<file path="src/rtl/dma_qw_pkg.sv">
package dma_qw_pkg;
  localparam int REG_AW   = 6;
  localparam int STR_BIT  = 8;

  localparam logic [1:0] IDX_CTRL = 2'd0;
  localparam logic [1:0] IDX_SRC  = 2'd1;
  localparam logic [1:0] IDX_CNT  = 2'd2;
  localparam logic [1:0] IDX_DST  = 2'd3;

  typedef enum logic [2:0] {
    ST_IDLE,
    ST_RD,
    ST_WAIT,
    ST_WR,
    ST_FIN
  } seq_state_t;
endpackage

</file>
<file path="src/rtl/dma_qw_regs.sv">
module dma_qw_regs
  import dma_qw_pkg::*;
#(
  parameter int AW     = 32,
  parameter int CNT_W  = 16,
  parameter int QW_B   = 16
) (
  input  logic          clk,
  input  logic          rst_n,
  input  logic          wr_en,
  input  logic [1:0]    wr_idx,
  input  logic [AW-1:0] wr_data,
  input  logic [1:0]    rd_idx,
  output logic [AW-1:0] rd_data,
  input  logic          busy_i,
  input  logic          beat_i,
  input  logic          fin_i,
  output logic          start_o,
  output logic          run_o,
  output logic [AW-1:0] src_o,
  output logic [AW-1:0] dst_o,
  output logic [CNT_W-1:0] cnt_o
);
  logic [AW-1:0]    ctrl_q, src_q, dst_q;
  logic [CNT_W-1:0] cnt_q;
  logic             idle_wr;

  assign idle_wr = wr_en && !busy_i;
  assign start_o = idle_wr && (wr_idx == IDX_CTRL) && wr_data[STR_BIT];

  always_ff @(posedge clk or negedge rst_n) begin
    if (!rst_n) begin
      ctrl_q <= '0;
      src_q  <= '0;
      dst_q  <= '0;
      cnt_q  <= '0;
    end else begin
      if (wr_en && wr_idx == IDX_CTRL) begin
        ctrl_q <= wr_data;
        if (fin_i) ctrl_q[STR_BIT] <= 1'b0;
      end else if (fin_i) begin
        ctrl_q[STR_BIT] <= 1'b0;
      end

      if (idle_wr && wr_idx == IDX_SRC) src_q <= wr_data;
      else if (beat_i)                  src_q <= src_q + AW'(QW_B);

      if (idle_wr && wr_idx == IDX_DST) dst_q <= wr_data;

      if (fin_i)                             cnt_q <= '0;
      else if (idle_wr && wr_idx == IDX_CNT) cnt_q <= wr_data[CNT_W-1:0];
      else if (beat_i)                       cnt_q <= cnt_q - 1'b1;
    end
  end

  always_comb begin
    unique case (rd_idx)
      IDX_CTRL: rd_data = ctrl_q;
      IDX_SRC:  rd_data = src_q;
      IDX_CNT:  rd_data = AW'(cnt_q);
      default:  rd_data = dst_q;
    endcase
  end

  assign run_o = ctrl_q[STR_BIT];
  assign src_o = src_q;
  assign dst_o = dst_q;
  assign cnt_o = cnt_q;

  // every accepted beat advances the source by one quadword
  a_r4_src_step: assert property (@(posedge clk) disable iff (!rst_n)
    beat_i |=> src_q == $past(src_q) + AW'(QW_B));
  // completion leaves start bit and count cleared
  a_r5_fin_clear: assert property (@(posedge clk) disable iff (!rst_n)
    fin_i |=> (!ctrl_q[STR_BIT] && cnt_q == '0));
  // destination offset is frozen while busy
  a_r8_dst_frozen: assert property (@(posedge clk) disable iff (!rst_n)
    busy_i |=> $stable(dst_q));
endmodule

</file>
<file path="src/rtl/dma_qw_seq.sv">
module dma_qw_seq
  import dma_qw_pkg::*;
#(
  parameter int          AW       = 32,
  parameter int          DW       = 128,
  parameter int          CNT_W    = 16,
  parameter logic [AW-1:0] WIN_BASE = 32'h4000_0000
) (
  input  logic             clk,
  input  logic             rst_n,
  input  logic             start_i,
  input  logic             run_i,
  input  logic [AW-1:0]    src_i,
  input  logic [AW-1:0]    dst_i,
  input  logic [CNT_W-1:0] cnt_i,
  output logic             busy_o,
  output logic             beat_o,
  output logic             fin_o,
  output logic             mem_rd_valid,
  input  logic             mem_rd_ready,
  output logic [AW-1:0]    mem_rd_addr,
  input  logic             mem_rsp_valid,
  output logic             mem_rsp_ready,
  input  logic [DW-1:0]    mem_rsp_data,
  output logic             mem_wr_valid,
  input  logic             mem_wr_ready,
  output logic [AW-1:0]    mem_wr_addr,
  output logic [DW-1:0]    mem_wr_data,
  output logic             done_irq
);
  localparam int QW_B  = DW / 8;
  localparam int QW_SH = $clog2(QW_B);

  seq_state_t      st_q, st_d;
  logic [AW-1:0]   wptr_q;
  logic [DW-1:0]   buf_q;
  logic            irq_q;

  always_comb begin
    st_d = st_q;
    unique case (st_q)
      ST_IDLE: if (start_i) st_d = (cnt_i == '0) ? ST_FIN : ST_RD;
      ST_RD:   if (mem_rd_ready) st_d = ST_WAIT;
      ST_WAIT: if (mem_rsp_valid) st_d = ST_WR;
      ST_WR: begin
        if (mem_wr_ready) begin
          if (!run_i)                   st_d = ST_IDLE;
          else if (cnt_i == CNT_W'(1))  st_d = ST_FIN;
          else                          st_d = ST_RD;
        end
      end
      default: st_d = ST_IDLE;
    endcase
  end

  always_ff @(posedge clk or negedge rst_n) begin
    if (!rst_n) begin
      st_q   <= ST_IDLE;
      wptr_q <= '0;
      buf_q  <= '0;
      irq_q  <= 1'b0;
    end else begin
      st_q  <= st_d;
      irq_q <= (st_q == ST_FIN);
      if (st_q == ST_IDLE && start_i)
        wptr_q <= WIN_BASE + {dst_i[AW-1:QW_SH], QW_SH'(0)};
      else if (beat_o)
        wptr_q <= wptr_q + AW'(QW_B);
      if (st_q == ST_WAIT && mem_rsp_valid)
        buf_q <= mem_rsp_data;
    end
  end

  assign busy_o        = (st_q != ST_IDLE);
  assign beat_o        = (st_q == ST_WR) && mem_wr_ready;
  assign fin_o         = (st_q == ST_FIN);
  assign mem_rd_valid  = (st_q == ST_RD);
  assign mem_rd_addr   = {src_i[AW-1:QW_SH], QW_SH'(0)};
  assign mem_rsp_ready = (st_q == ST_WAIT);
  assign mem_wr_valid  = (st_q == ST_WR);
  assign mem_wr_addr   = wptr_q;
  assign mem_wr_data   = buf_q;
  assign done_irq      = irq_q;

  // read request held steady under back-pressure
  a_r7_rd_hold: assert property (@(posedge clk) disable iff (!rst_n)
    (mem_rd_valid && !mem_rd_ready) |=> (mem_rd_valid && $stable(mem_rd_addr)));
  // write request held steady under back-pressure
  a_r7_wr_hold: assert property (@(posedge clk) disable iff (!rst_n)
    (mem_wr_valid && !mem_wr_ready) |=>
      (mem_wr_valid && $stable(mem_wr_addr) && $stable(mem_wr_data)));
  // the done interrupt is a single-cycle pulse
  a_r5_irq_pulse: assert property (@(posedge clk) disable iff (!rst_n)
    done_irq |=> !done_irq);
  // a zero-count start never touches memory
  a_r6_zero_quiet: assert property (@(posedge clk) disable iff (!rst_n)
    (!busy_o && start_i && cnt_i == '0) |=> !mem_rd_valid);
endmodule

</file>
<file path="src/rtl/dma_qw_copier.sv">
module dma_qw_copier
  import dma_qw_pkg::*;
#(
  parameter int            AW       = 32,
  parameter int            DW       = 128,
  parameter int            CNT_W    = 16,
  parameter logic [AW-1:0] WIN_BASE = 32'h4000_0000
) (
  input  logic              clk,
  input  logic              rst_n,
  input  logic              reg_wr_en,
  input  logic [REG_AW-1:0] reg_wr_addr,
  input  logic [AW-1:0]     reg_wr_data,
  input  logic [REG_AW-1:0] reg_rd_addr,
  output logic [AW-1:0]     reg_rd_data,
  output logic              mem_rd_valid,
  input  logic              mem_rd_ready,
  output logic [AW-1:0]     mem_rd_addr,
  input  logic              mem_rsp_valid,
  output logic              mem_rsp_ready,
  input  logic [DW-1:0]     mem_rsp_data,
  output logic              mem_wr_valid,
  input  logic              mem_wr_ready,
  output logic [AW-1:0]     mem_wr_addr,
  output logic [DW-1:0]     mem_wr_data,
  output logic              done_irq
);
  localparam int QW_B = DW / 8;

  logic             start_w, run_w, busy_w, beat_w, fin_w;
  logic [AW-1:0]    src_w, dst_w;
  logic [CNT_W-1:0] cnt_w;

  dma_qw_regs #(.AW(AW), .CNT_W(CNT_W), .QW_B(QW_B)) u_regs (
    .clk     (clk),
    .rst_n   (rst_n),
    .wr_en   (reg_wr_en),
    .wr_idx  (reg_wr_addr[5:4]),
    .wr_data (reg_wr_data),
    .rd_idx  (reg_rd_addr[5:4]),
    .rd_data (reg_rd_data),
    .busy_i  (busy_w),
    .beat_i  (beat_w),
    .fin_i   (fin_w),
    .start_o (start_w),
    .run_o   (run_w),
    .src_o   (src_w),
    .dst_o   (dst_w),
    .cnt_o   (cnt_w)
  );

  dma_qw_seq #(.AW(AW), .DW(DW), .CNT_W(CNT_W), .WIN_BASE(WIN_BASE)) u_seq (
    .clk           (clk),
    .rst_n         (rst_n),
    .start_i       (start_w),
    .run_i         (run_w),
    .src_i         (src_w),
    .dst_i         (dst_w),
    .cnt_i         (cnt_w),
    .busy_o        (busy_w),
    .beat_o        (beat_w),
    .fin_o         (fin_w),
    .mem_rd_valid  (mem_rd_valid),
    .mem_rd_ready  (mem_rd_ready),
    .mem_rd_addr   (mem_rd_addr),
    .mem_rsp_valid (mem_rsp_valid),
    .mem_rsp_ready (mem_rsp_ready),
    .mem_rsp_data  (mem_rsp_data),
    .mem_wr_valid  (mem_wr_valid),
    .mem_wr_ready  (mem_wr_ready),
    .mem_wr_addr   (mem_wr_addr),
    .mem_wr_data   (mem_wr_data),
    .done_irq      (done_irq)
  );
endmodule

</file>
<file path="config.mk">
export PLATFORM = sky130hd
export DESIGN_NAME = dma_qw_copier
export DESIGN_NICKNAME = d
export VERILOG_FILES = /design/src/rtl/dma_qw_pkg.sv /design/src/rtl/dma_qw_regs.sv /design/src/rtl/dma_qw_seq.sv /design/src/rtl/dma_qw_copier.sv
export SDC_FILE = /design/constraint.sdc
export NUM_CORES = 1
export LEC_CHECK = 0
export CORE_AREA = 2 2 158 160
export CTS_BUF_LIST = sky130_fd_sc_hd__clkbuf_4 sky130_fd_sc_hd__clkbuf_8 sky130_fd_sc_hd__clkbuf_16
export CTS_CLUSTER_SIZE = 16
export DETAILED_ROUTE_END_ITERATION = 6
export DIE_AREA = 0 0 160 162
export DONT_BUFFER_PORTS = 1
export PLACE_DENSITY = 0.7
export SYNTH_ARGS = -nofsm -noshare
export SYNTH_HDL_FRONTEND = slang
export SYNTH_SLANG_ARGS = --single-unit
</file>
<file path="constraint.sdc">
create_clock -name clk -period 2.24 [get_ports clk]
set_input_delay 0.336 -clock clk [delete_from_list [all_inputs] [get_ports clk]]
set_output_delay 0.336 -clock clk [all_outputs]
set_load 0.01 [all_outputs]
</file>
==> reports/qor.yml <==
outcome:
  status: "finished with violations"
  violations: "hold timing"
global_route:
  grt_usage: 0.3023
  grt_max_degree: 273
  antenna_found_initial: 2
  gr-total-overflow: 0
  grt_pass1_vias: 9495
  grt_pass1_wl_um: 59850
synthesis:
  synth-xor-area-share: 0.01781
  synth_compound_area_frac: 0.07643
  synth_top_family_by_area: "multiplexers"
  syn_inst: 1055
  synthAdderAreaFrac: 0.003914
  synthMuxAreaShare: 0.2116
  ys_seq_elements: 272
  yosysSeqAreaShare: 0.5323
  synth_cell_types: 73
  avgSynthCellArea_um2: 12.12
  synth_flop_cell: "dfrtp_1"
  synth_warnings: 0
  synthSimpleGateAreaFrac: 0.1107
  async_reset_ff_frac: 1.000
  synth_edf_count: 0
  netlist_area_um2: 12790
placed_design:
  port_buffers: 0
  dpl.hpwl_um: 26540
  routabilityCongestion: 0.8795
cts:
  clkLatencyLatePin_ns: 0.54
  cts.htree.levels: 1
  cts_sinks: 272
  hold_buffers: 162
  cts_resized: 0
  cts-root-buf: "clkbuf_16"
  tritoncts: "built"
  cts_buffers: 29
  cts_setup_buffers: 0
  path_clk_slew_ns: 0.06
  cts_buffer_depth: 3
sta:
  hold_slack_ns: -0.5086
  rsz0062_at_grt: "no"
  fmax_mhz: 461.1
  fin_tns_setup_ns: 0
  clock_skew_ns: 0.01556
  min_period_ns: 2.169
  drv_slew: 0
  report.final.hold_viol_count: 272
  fin_crit_sh: 0.9682
  relSlewSlack: 0.5748
  worst_pin_slew_ns: 0.6312
  setup_violations: 0
worst_setup_path:
  worstReg2RegEnd: "u_regs.src_o[11]$_DFFE_PN0P_"
  path_max_fanout: 16
  endpoint_kind: "flip-flop"
  crit_type: "reg -> reg"
  critPathArrivalTime_ns: 2.59
  timing.rr.start: "u_seq.st_q[1]$_DFFE_PN0P_"
  worst_ep_required_time_ns: 2.66
  startpoint_type: "flip-flop"
  reg2regPathDepth: 6
  rrSetupSlack_ns: 0.07
floorplanning:
  initial_core_util: 0.5304
  die_h_um: 162
  rows: 57
  core_area_um2: 24110
  die_x_um: 160
  die_area_um2: 25920
  io-pin-count: 406
finish:
  drive_gt1_frac: 0.1763
  final_common_cell: "dfrtp_1"
  finalCoreUtilization: 0.6553
  n_fill_cell: 1814
  area_delta_synth_final_pct: 23.54
  nets: 1406
  final_cell_mix: "dfrtp_1 (272), dlygate4sd3_1 (162), mux2_1 (119)"
route:
  antenna_left: 0
  viasPerCell: 5.944
  drc: 0
  wl_um: 39650
  routedWlPerCell_um: 25.30
  vias: 9314
  drtPass1Iterations: 5
  initialDrtViolationCount: 724
worst_hold_path:
  hold_class: "in -> async"
power:
  ir_worst_vdd_v: 0.0006205
  powerDensity_nw_per_um2: 1302
  power_leakage_nw: 6.640
run:
  maxCapViolations: 0
## metal layers
| metal | routed length [µm] | GRT usage |
|---|---|---|
| met5 | 9 | 0 |
| met4 | 1980 | 0.1421 |
| met3 | 3923 | 0.1126 |
| met1 | 14790 | 0.3577 |
| met2 | 18940 | 0.4933 |
## worst max-delay path, stage by stage, from the launching register on
cell,delay [ns]
dfrtp_1,0.60
nand4b_4,0.32
buf_4,0.29
nor3_1,0.42
and3_1,0.23
xnor2_1,0.11
o21ai_1,0.07
## kinds of logic (layout without fill, tap and decap cells)
family,count (synthesis),in the layout
AOI/OAI and AO/OA,149,149
DFF,272,272
adders and majority gates,4,4
xor gates and xnor gates,26,26
and+or+nand+nor,270,270
muxes,226,226
other,1,9
buffers and inverters,107,287
## per-stage QoR
| stage | instance area, µm² | instances | setup WS, ns | hold slack, ns | total power, mW |
|---|---|---|---|---|---|
| 2_1_floorplan | 12810 | 1062 | 0.2985 | 0.04041 | 13.21 |
| 3_3_place_gp | 13190 | 1355 | 0.1990 | 0.04952 | 14.99 |
| 3_5_place_dp | 13190 | 1355 | 0.1426 | 0.04876 | 15.23 |
| 4_1_cts | 15790 | 1566 | 0.1224 | -0.5271 | 20.48 |
| 5_1_grt | 15800 | 1567 | 0.01759 | -0.5281 | 21.54 |
| 6_report | 15800 | 1567 | 0.07129 | -0.5086 | 20.56 |
## worst max-delay path by stage
stage                                        end                 startpoint  slack, ns  cells past startpoint
2_1_floorplan  u_seq.mem_wr_data[25]$_DFFE_PN0P_  u_seq.st_q[1]$_DFFE_PN0P_       0.30                      7
3_3_place_gp        u_regs.src_o[11]$_DFFE_PN0P_  u_seq.st_q[1]$_DFFE_PN0P_       0.20                      6
3_5_place_dp        u_regs.src_o[11]$_DFFE_PN0P_  u_seq.st_q[1]$_DFFE_PN0P_       0.14                      6
4_1_cts             u_regs.src_o[11]$_DFFE_PN0P_  u_seq.st_q[1]$_DFFE_PN0P_       0.12                      6
5_1_grt             u_regs.src_o[11]$_DFFE_PN0P_  u_seq.st_q[1]$_DFFE_PN0P_       0.02                      6
6_report            u_regs.src_o[11]$_DFFE_PN0P_  u_seq.st_q[1]$_DFFE_PN0P_       0.07                      6
## report_power, final
group          switching [mW]  internal (mW)
clock                    1.94           2.99
combinational            2.66           2.74
sequential               3.09           7.14
total                    7.69           12.9
## layout make-up
cell class / count / area, µm² / share of cell area
timing repair buffer: 226 / 2140 / 0.1354
inverter: 12 / 45.04 / 0.002851
clock buffer: 41 / 859.6 / 0.05442
clock inverter: 8 / 123.9 / 0.007842
antenna: 1 / 2.502 / 0.0001584
sequential: 272 / 6807 / 0.4309
multi-input combinational: 683 / 5414 / 0.3427
tap: 324 / 405.4 / 0.02566
## synthesized netlist by cell type, types with 15 or more instances
cell / instances / area, µm²
nand2_1: 115 / 431.7
nor3_1: 15 / 75.07
mux2i_1: 19 / 190.2
nand4_1: 19 / 118.9
nand3_1: 28 / 140.1
buf_2: 19 / 95.09
mux4_2: 15 / 337.8
dfrtp_1: 272 / 6807
a21oi_1: 22 / 110.1
clkbuf_1: 32 / 120.1
o21ai_0: 49 / 245.2
mux2_1: 119 / 1340
mux2_2: 72 / 810.8
o211ai_1: 22 / 165.2
xnor2_1: 15 / 131.4
nor2_1: 29 / 108.9
buf_4: 38 / 285.3
## state kept, by name (all words and copies together), names as in the netlist
register,count
u_regs.ctrl_q,32
u_regs.cnt_o,16
u_seq.mem_wr_addr,28
u_seq.mem_wr_data,128
u_seq.st_q,3
u_seq.done_irq,1
u_regs.dst_o,32
u_regs.src_o,32
Power figures use the tool's default switching activity.
